==> src/rtl/pwx_pkg.sv <==
package pwx_pkg;
  localparam logic [15:0] ID_WORD = 16'h2000;

  function automatic logic [15:0] swap16(input logic [15:0] d);
    return {d[7:0], d[15:8]};
  endfunction
endpackage

==> src/rtl/pwx_win_regs.sv <==
module pwx_win_regs
  import pwx_pkg::*;
#(
  parameter int ADDR_W  = 32,
  parameter int WIN_LSB = 6,
  parameter int WIN_SH  = 16,
  parameter int SEL_BIT = 4,
  localparam int FLD_W  = 16 - WIN_LSB
) (
  input  logic              clk_i,
  input  logic              rst_ni,
  input  logic              dual_en_i,
  input  logic              wr_i,
  input  logic [15:0]       wdata_i,
  output logic [FLD_W-1:0]  win0_o,
  output logic [FLD_W-1:0]  win1_o,
  output logic [ADDR_W-1:0] base0_o,
  output logic [ADDR_W-1:0] base1_o,
  output logic [15:0]       rdata_o
);
  logic [15:0]      val;
  logic             to_sec;
  logic [FLD_W-1:0] win0_q, win1_q;

  assign val    = swap16(wdata_i);
  assign to_sec = dual_en_i & val[SEL_BIT];

  always_ff @(posedge clk_i or negedge rst_ni) begin
    if (!rst_ni) begin
      win0_q <= '0;
      win1_q <= '0;
    end else if (wr_i) begin
      if (to_sec) win1_q <= val[15:WIN_LSB];
      else        win0_q <= val[15:WIN_LSB];
    end
  end

  assign base0_o = ADDR_W'(win0_q) << (WIN_LSB + WIN_SH);
  assign base1_o = ADDR_W'(win1_q) << (WIN_LSB + WIN_SH);
  assign rdata_o = ID_WORD | swap16({win0_q, {WIN_LSB{1'b0}}});
  assign win0_o  = win0_q;
  assign win1_o  = win1_q;
endmodule

==> src/rtl/pwx_addr_decode.sv <==
module pwx_addr_decode #(
  parameter int ADDR_W = 32,
  parameter int HALF_W = 22
) (
  input  logic              dual_en_i,
  input  logic              valid_i,
  input  logic [ADDR_W-1:0] addr_i,
  input  logic [ADDR_W-1:0] ap_base_i,
  input  logic [ADDR_W-1:0] base0_i,
  input  logic [ADDR_W-1:0] base1_i,
  output logic              hit_o,
  output logic              sec_o,
  output logic [ADDR_W-1:0] pci_o
);
  localparam logic [ADDR_W-1:0] APER_SZ = ADDR_W'(1) << (HALF_W + 1);

  logic [ADDR_W-1:0] off;
  logic [ADDR_W-1:0] half_off;

  // wrap on subtraction makes below-base addresses large, so one compare covers both ends
  assign off      = addr_i - ap_base_i;
  assign half_off = ADDR_W'(off[HALF_W-1:0]);
  assign hit_o    = valid_i && (off < APER_SZ);
  assign sec_o    = dual_en_i & off[HALF_W];
  assign pci_o    = sec_o ? (base1_i + half_off) : (base0_i + off);
endmodule

==> src/rtl/pwx_idx_hold.sv <==
module pwx_idx_hold (
  input  logic clk_i,
  input  logic rst_ni,
  input  logic hit_i,
  input  logic sec_i,
  output logic idx_o
);
  logic idx_q;

  always_ff @(posedge clk_i or negedge rst_ni) begin
    if (!rst_ni)    idx_q <= 1'b0;
    else if (hit_i) idx_q <= sec_i;
  end

  assign idx_o = hit_i ? sec_i : idx_q;
endmodule

==> src/rtl/pci_window_xlat.sv <==
module pci_window_xlat #(
  parameter int ADDR_W  = 32,
  parameter int HALF_W  = 22,
  parameter int WIN_LSB = 6,
  parameter int WIN_SH  = 16,
  parameter int SEL_BIT = 4,
  localparam int FLD_W  = 16 - WIN_LSB
) (
  input  logic              clk_i,
  input  logic              rst_ni,
  input  logic              dual_en_i,
  input  logic [ADDR_W-1:0] aperture_base_i,
  input  logic              reg_wr_i,
  input  logic [15:0]       reg_wdata_i,
  output logic [15:0]       reg_rdata_o,
  input  logic              acc_valid_i,
  input  logic [ADDR_W-1:0] acc_addr_i,
  output logic              hit_o,
  output logic              win_idx_o,
  output logic [ADDR_W-1:0] pci_addr_o
);
  logic [FLD_W-1:0]  win0, win1;
  logic [ADDR_W-1:0] base0, base1;
  logic              sec;

  pwx_win_regs #(
    .ADDR_W(ADDR_W), .WIN_LSB(WIN_LSB), .WIN_SH(WIN_SH), .SEL_BIT(SEL_BIT)
  ) u_regs (
    .clk_i(clk_i), .rst_ni(rst_ni), .dual_en_i(dual_en_i),
    .wr_i(reg_wr_i), .wdata_i(reg_wdata_i),
    .win0_o(win0), .win1_o(win1), .base0_o(base0), .base1_o(base1),
    .rdata_o(reg_rdata_o)
  );

  pwx_addr_decode #(.ADDR_W(ADDR_W), .HALF_W(HALF_W)) u_dec (
    .dual_en_i(dual_en_i), .valid_i(acc_valid_i), .addr_i(acc_addr_i),
    .ap_base_i(aperture_base_i), .base0_i(base0), .base1_i(base1),
    .hit_o(hit_o), .sec_o(sec), .pci_o(pci_addr_o)
  );

  pwx_idx_hold u_idx (
    .clk_i(clk_i), .rst_ni(rst_ni), .hit_i(hit_o), .sec_i(sec), .idx_o(win_idx_o)
  );
endmodule

==> config.mk <==
export PLATFORM = sky130hd
export DESIGN_NAME = pci_window_xlat
export DESIGN_NICKNAME = d
export VERILOG_FILES = /design/src/rtl/pwx_pkg.sv /design/src/rtl/pwx_win_regs.sv /design/src/rtl/pwx_addr_decode.sv /design/src/rtl/pwx_idx_hold.sv /design/src/rtl/pci_window_xlat.sv
export SDC_FILE = /design/constraint.sdc
export NUM_CORES = 1
export LEC_CHECK = 0
export ABC_AREA = 1
export BUFFER_PORTS_ARGS = -buffer_cell sky130_fd_sc_hd__buf_4
export CORE_UTILIZATION = 54
export CTS_CLUSTER_DIAMETER = 60
export DETAILED_ROUTE_END_ITERATION = 7
export MAX_ROUTING_LAYER = met4
export PLACE_DENSITY = 0.83
export REMOVE_ABC_BUFFERS = 1
export SYNTH_ARGS = -nofsm -noshare
export SYNTH_HDL_FRONTEND = slang
export SYNTH_HIERARCHICAL = 1
export SYNTH_SLANG_ARGS = --single-unit
==> constraint.sdc <==
create_clock -name clk_i -period 3.88 [get_ports clk_i]
set_input_delay 0.776 -clock clk_i [delete_from_list [all_inputs] [get_ports clk_i]]
set_output_delay 0.776 -clock clk_i [all_outputs]
set_load 0.01 [all_outputs]
==> insert_results.sql <==
INSERT INTO impl_metrics (metric_group, metric, value, unit) VALUES
('drt', 'postRouteAntennaNets', '0', ''),
('floorplan', 'die_w', '120.6', 'µm'),
('cells_and_area', 'post_synthesis_to_final_layout_area_growth', '49.56', '%'),
('critical_path', 'startpoint_type', 'input port', ''),
('clocking', 'clockRootBuffer', 'sky130_fd_sc_hd__clkbuf_16', ''),
('placed_design', 'gpl.final_weighted_congestion', '1.003', ''),
('sta', 'timing.slew.headroom', '47.95', '%'),
('power', 'ir_worst_vdd', '0.0001530', 'V'),
('placed_design', 'placement.cell_area', '9565', 'µm²'),
('status', 'violated_checks', 'setup timing', ''),
('critical_path', 'critical_path_class', 'input port to primary output', ''),
('sta', 'final-setup-viol-count', '34', ''),
('drt', 'drt_pass1_iterations', '8', ''),
('floorplan', 'row_count', '42', ''),
('critical_path', 'worstReg2RegStart', 'u_regs/win0_o[3]', ''),
('critical_path', 'crit_path_start', 'aperture_base_i[22]', ''),
('cells_and_area', 'final_core_utilization', '84.42', '%'),
('global_routing', 'grt_max_degree', '27', ''),
('clocking', 'holdBufCountCts', '0', ''),
('clocking', 'insertion_delay', '250', 'ps'),
('drt', 'first_iter_violations', '1559', ''),
('yosys', 'ys_warn_count', '6', ''),
('drt', 'remaining_drc_errors', '0', ''),
('cells_and_area', 'num_antenna_cells', '0', ''),
('status', 'result_of_the_run', 'finished with violations', ''),
('cells_and_area', 'n_fill_cell', '776', ''),
('sta', 'finalCritPeriodShare', '120.0', '%'),
('sta', 'clock-skew-final', '0', 'ps'),
('clocking', 'clock_sink_count', '21', ''),
('placed_design', 'number_of_port_buffers', '123', ''),
('yosys', 'synthesis.area', '7594', 'µm²'),
('global_routing', 'antenna_violations_before_repair', '0', ''),
('cells_and_area', 'final_common_cell', 'sky130_fd_sc_hd__nand2_1', ''),
('floorplan', 'initial_core_util', '56.45', '%'),
('drt', 'route.detailed.vias_per_inst', '6.087', ''),
('power', 'total_power', '0.004348', 'W'),
('floorplan', 'fp.dieArea', '14540', 'µm²'),
('critical_path', 'crit_required', '3100', 'ps'),
('cells_and_area', 'drive_gt1_share', '35.99', '%'),
('critical_path', 'crit_fanout', '4', ''),
('drt', 'wire_per_inst', '19.31', 'µm'),
('hold_path', 'worst_hold_path_type', 'input port to asynchronous set/reset pin', ''),
('flow_run', 'drv.max_cap_violation_count', '0', ''),
('drt', 'routed-via-count', '11018', ''),
('sta', 'max_clock_freq', '0.2147', 'GHz'),
('global_routing', 'grt_util_met3', '3.821', '%'),
('clocking', 'cts_tree', 'built', ''),
('placed_design', 'dpl_worst_slack', '-640.3', 'ps'),
('sta', 'finalHoldWorstSlack', '395.8', 'ps'),
('sta', 'setup_slack', '-776.6', 'ps'),
('clocking', 'cts_htree_levels', '1', ''),
('power', 'power.density_cell_area', '382.8', 'nW/µm²'),
('critical_path', 'worst_setup_path_end_kind', 'primary output', ''),
('global_routing', 'grt_util_all_layers', '37.80', '%'),
('cells_and_area', 'mostFrequentLayoutCells', '388 x sky130_fd_sc_hd__nand2_1, 254 x sky130_fd_sc_hd__buf_4, 161 x sky130_fd_sc_hd__inv_1', ''),
('yosys', 'syn-instance-count', '1369', ''),
('cells_and_area', 'layout.nets', '1812', ''),
('placed_design', 'place_hpwl', '19.97', 'mm'),
('sta', 'hold_viol_final', '0', ''),
('floorplan', 'ios', '135', ''),
('sta', 'final_max_slew_viol_count', '0', ''),
('power', 'power.leakage', '6.133', 'nW'),
('clocking', 'clkTransAtPathRegs', '60', 'ps'),
('global_routing', 'gr-max-usage-layer', 'met2', ''),
('yosys', 'per_instance_average_area_after_synthesis', '5.547', 'µm²'),
('floorplan', 'dieHeight', '120.6', 'µm'),
('drt', 'wirelength', '34.94', 'mm'),
('global_routing', 'grt_pass1_vias', '9400', ''),
('critical_path', 'critPathArrivalTime', '3880', 'ps'),
('sta', 'rsz_0062_raised_after_global_routing', 'yes', ''),
('clocking', 'ctsLongestPathBuffers', '2', ''),
('global_routing', 'grt.met2_usage', '67.06', '%'),
('floorplan', 'core_area', '13450', 'µm²'),
('sta', 'fin_crit', '4657', 'ps'),
('global_routing', 'gr-usage-met1', '44.58', '%'),
('clocking', 'cts_buffers', '3', ''),
('global_routing', 'grt_pass1_wl', '43.12', 'mm'),
('global_routing', 'grt_overflow', '0', ''),
('cells_and_area', 'design_area', '11360', 'µm²'),
('sta', 'tightestPinTransition', '772.6', 'ps');
-- report_power, final --
| part | internal, W | total (W) | switching [W] |
|---|---|---|---|
| registers | 0.000248 | 0.000293 | 0.0000452 |
| clock network | 0.000138 | 0.000219 | 0.0000803 |
| logic | 0.00165 | 0.00384 | 0.00218 |
| total | 0.00204 | 0.00435 | 0.00231 |
-- per-layer routing --
metal	wire length, µm	part of all wire (%)
met5	0	0
met4	3431	9.8
met3	3968	11
met2	15620	45
met1	11920	34
-- final timing paths --
check	slack (ps)	to	cells after the start
worst min-delay path	400	u_regs/win1_o[0]	1
min in group clk_i	490	u_idx/idx_q	2
worst min register to register	490	u_idx/idx_q	2
max in group asynchronous	3260	u_regs/win0_o[4]	1
worst max register to register	3050	u_regs/win0_o[3]	2
worst max-delay path	-780	pci_addr_o[30]	24
-- state kept, by name (all words and copies together), names as in the netlist --
name           flops
u_regs/win0_o     10
u_regs/win1_o     10
u_idx/idx_q        1
-- critical path, cell delays in order --
cell and delay, ps:
sky130_fd_sc_hd__buf_4 90, sky130_fd_sc_hd__inv_2 50, sky130_fd_sc_hd__ha_4 310, sky130_fd_sc_hd__nand2_2 100, sky130_fd_sc_hd__nor2_1 210, sky130_fd_sc_hd__buf_4 220, sky130_fd_sc_hd__nand2_1 120, sky130_fd_sc_hd__nor2_1 230
sky130_fd_sc_hd__nand2_2 140, sky130_fd_sc_hd__nand2_1 100, sky130_fd_sc_hd__nand2_1 60, sky130_fd_sc_hd__nand2_1 70, sky130_fd_sc_hd__inv_1 70, sky130_fd_sc_hd__ha_4 300, sky130_fd_sc_hd__inv_1 80, sky130_fd_sc_hd__nor3_2 200
sky130_fd_sc_hd__a21oi_1 80, sky130_fd_sc_hd__nand2_1 70, sky130_fd_sc_hd__a21oi_1 40, sky130_fd_sc_hd__nand2_1 100, sky130_fd_sc_hd__xor2_1 150, sky130_fd_sc_hd__nand2_1 90, sky130_fd_sc_hd__nand2_1 100, sky130_fd_sc_hd__buf_6 110
-- what timing repair did --
action                                  CTS  global route
endpoints found under the setup margin   15            27
gates resized for setup                 163           217
buffers inserted                          3             7
pin swaps                                49           102
endpoints found under the hold margin     0             0
-- cell type report --
cell class | instances | area [µm²] | area share, %
repair buffers | 284 | 2271 | 20.00
clock buffers | 3 | 75.07 | 0.6610
inverters | 205 | 793.3 | 6.985
multi-input cells | 1120 | 7467 | 65.75
flip-flops and latches | 21 | 525.5 | 4.627
clock inverters | 1 | 5.005 | 0.04407
well taps | 176 | 220.2 | 1.939
-- per-stage QoR --
stage / setup TNS [ps] / cells
after floorplan: -278.0 / 1346
after global placement: -4967 / 1796
after detailed placement: -5621 / 1796
after CTS: -2017 / 1803
after global routing: -16920 / 1810
final: -9892 / 1810
Power figures use the tool's default switching activity.
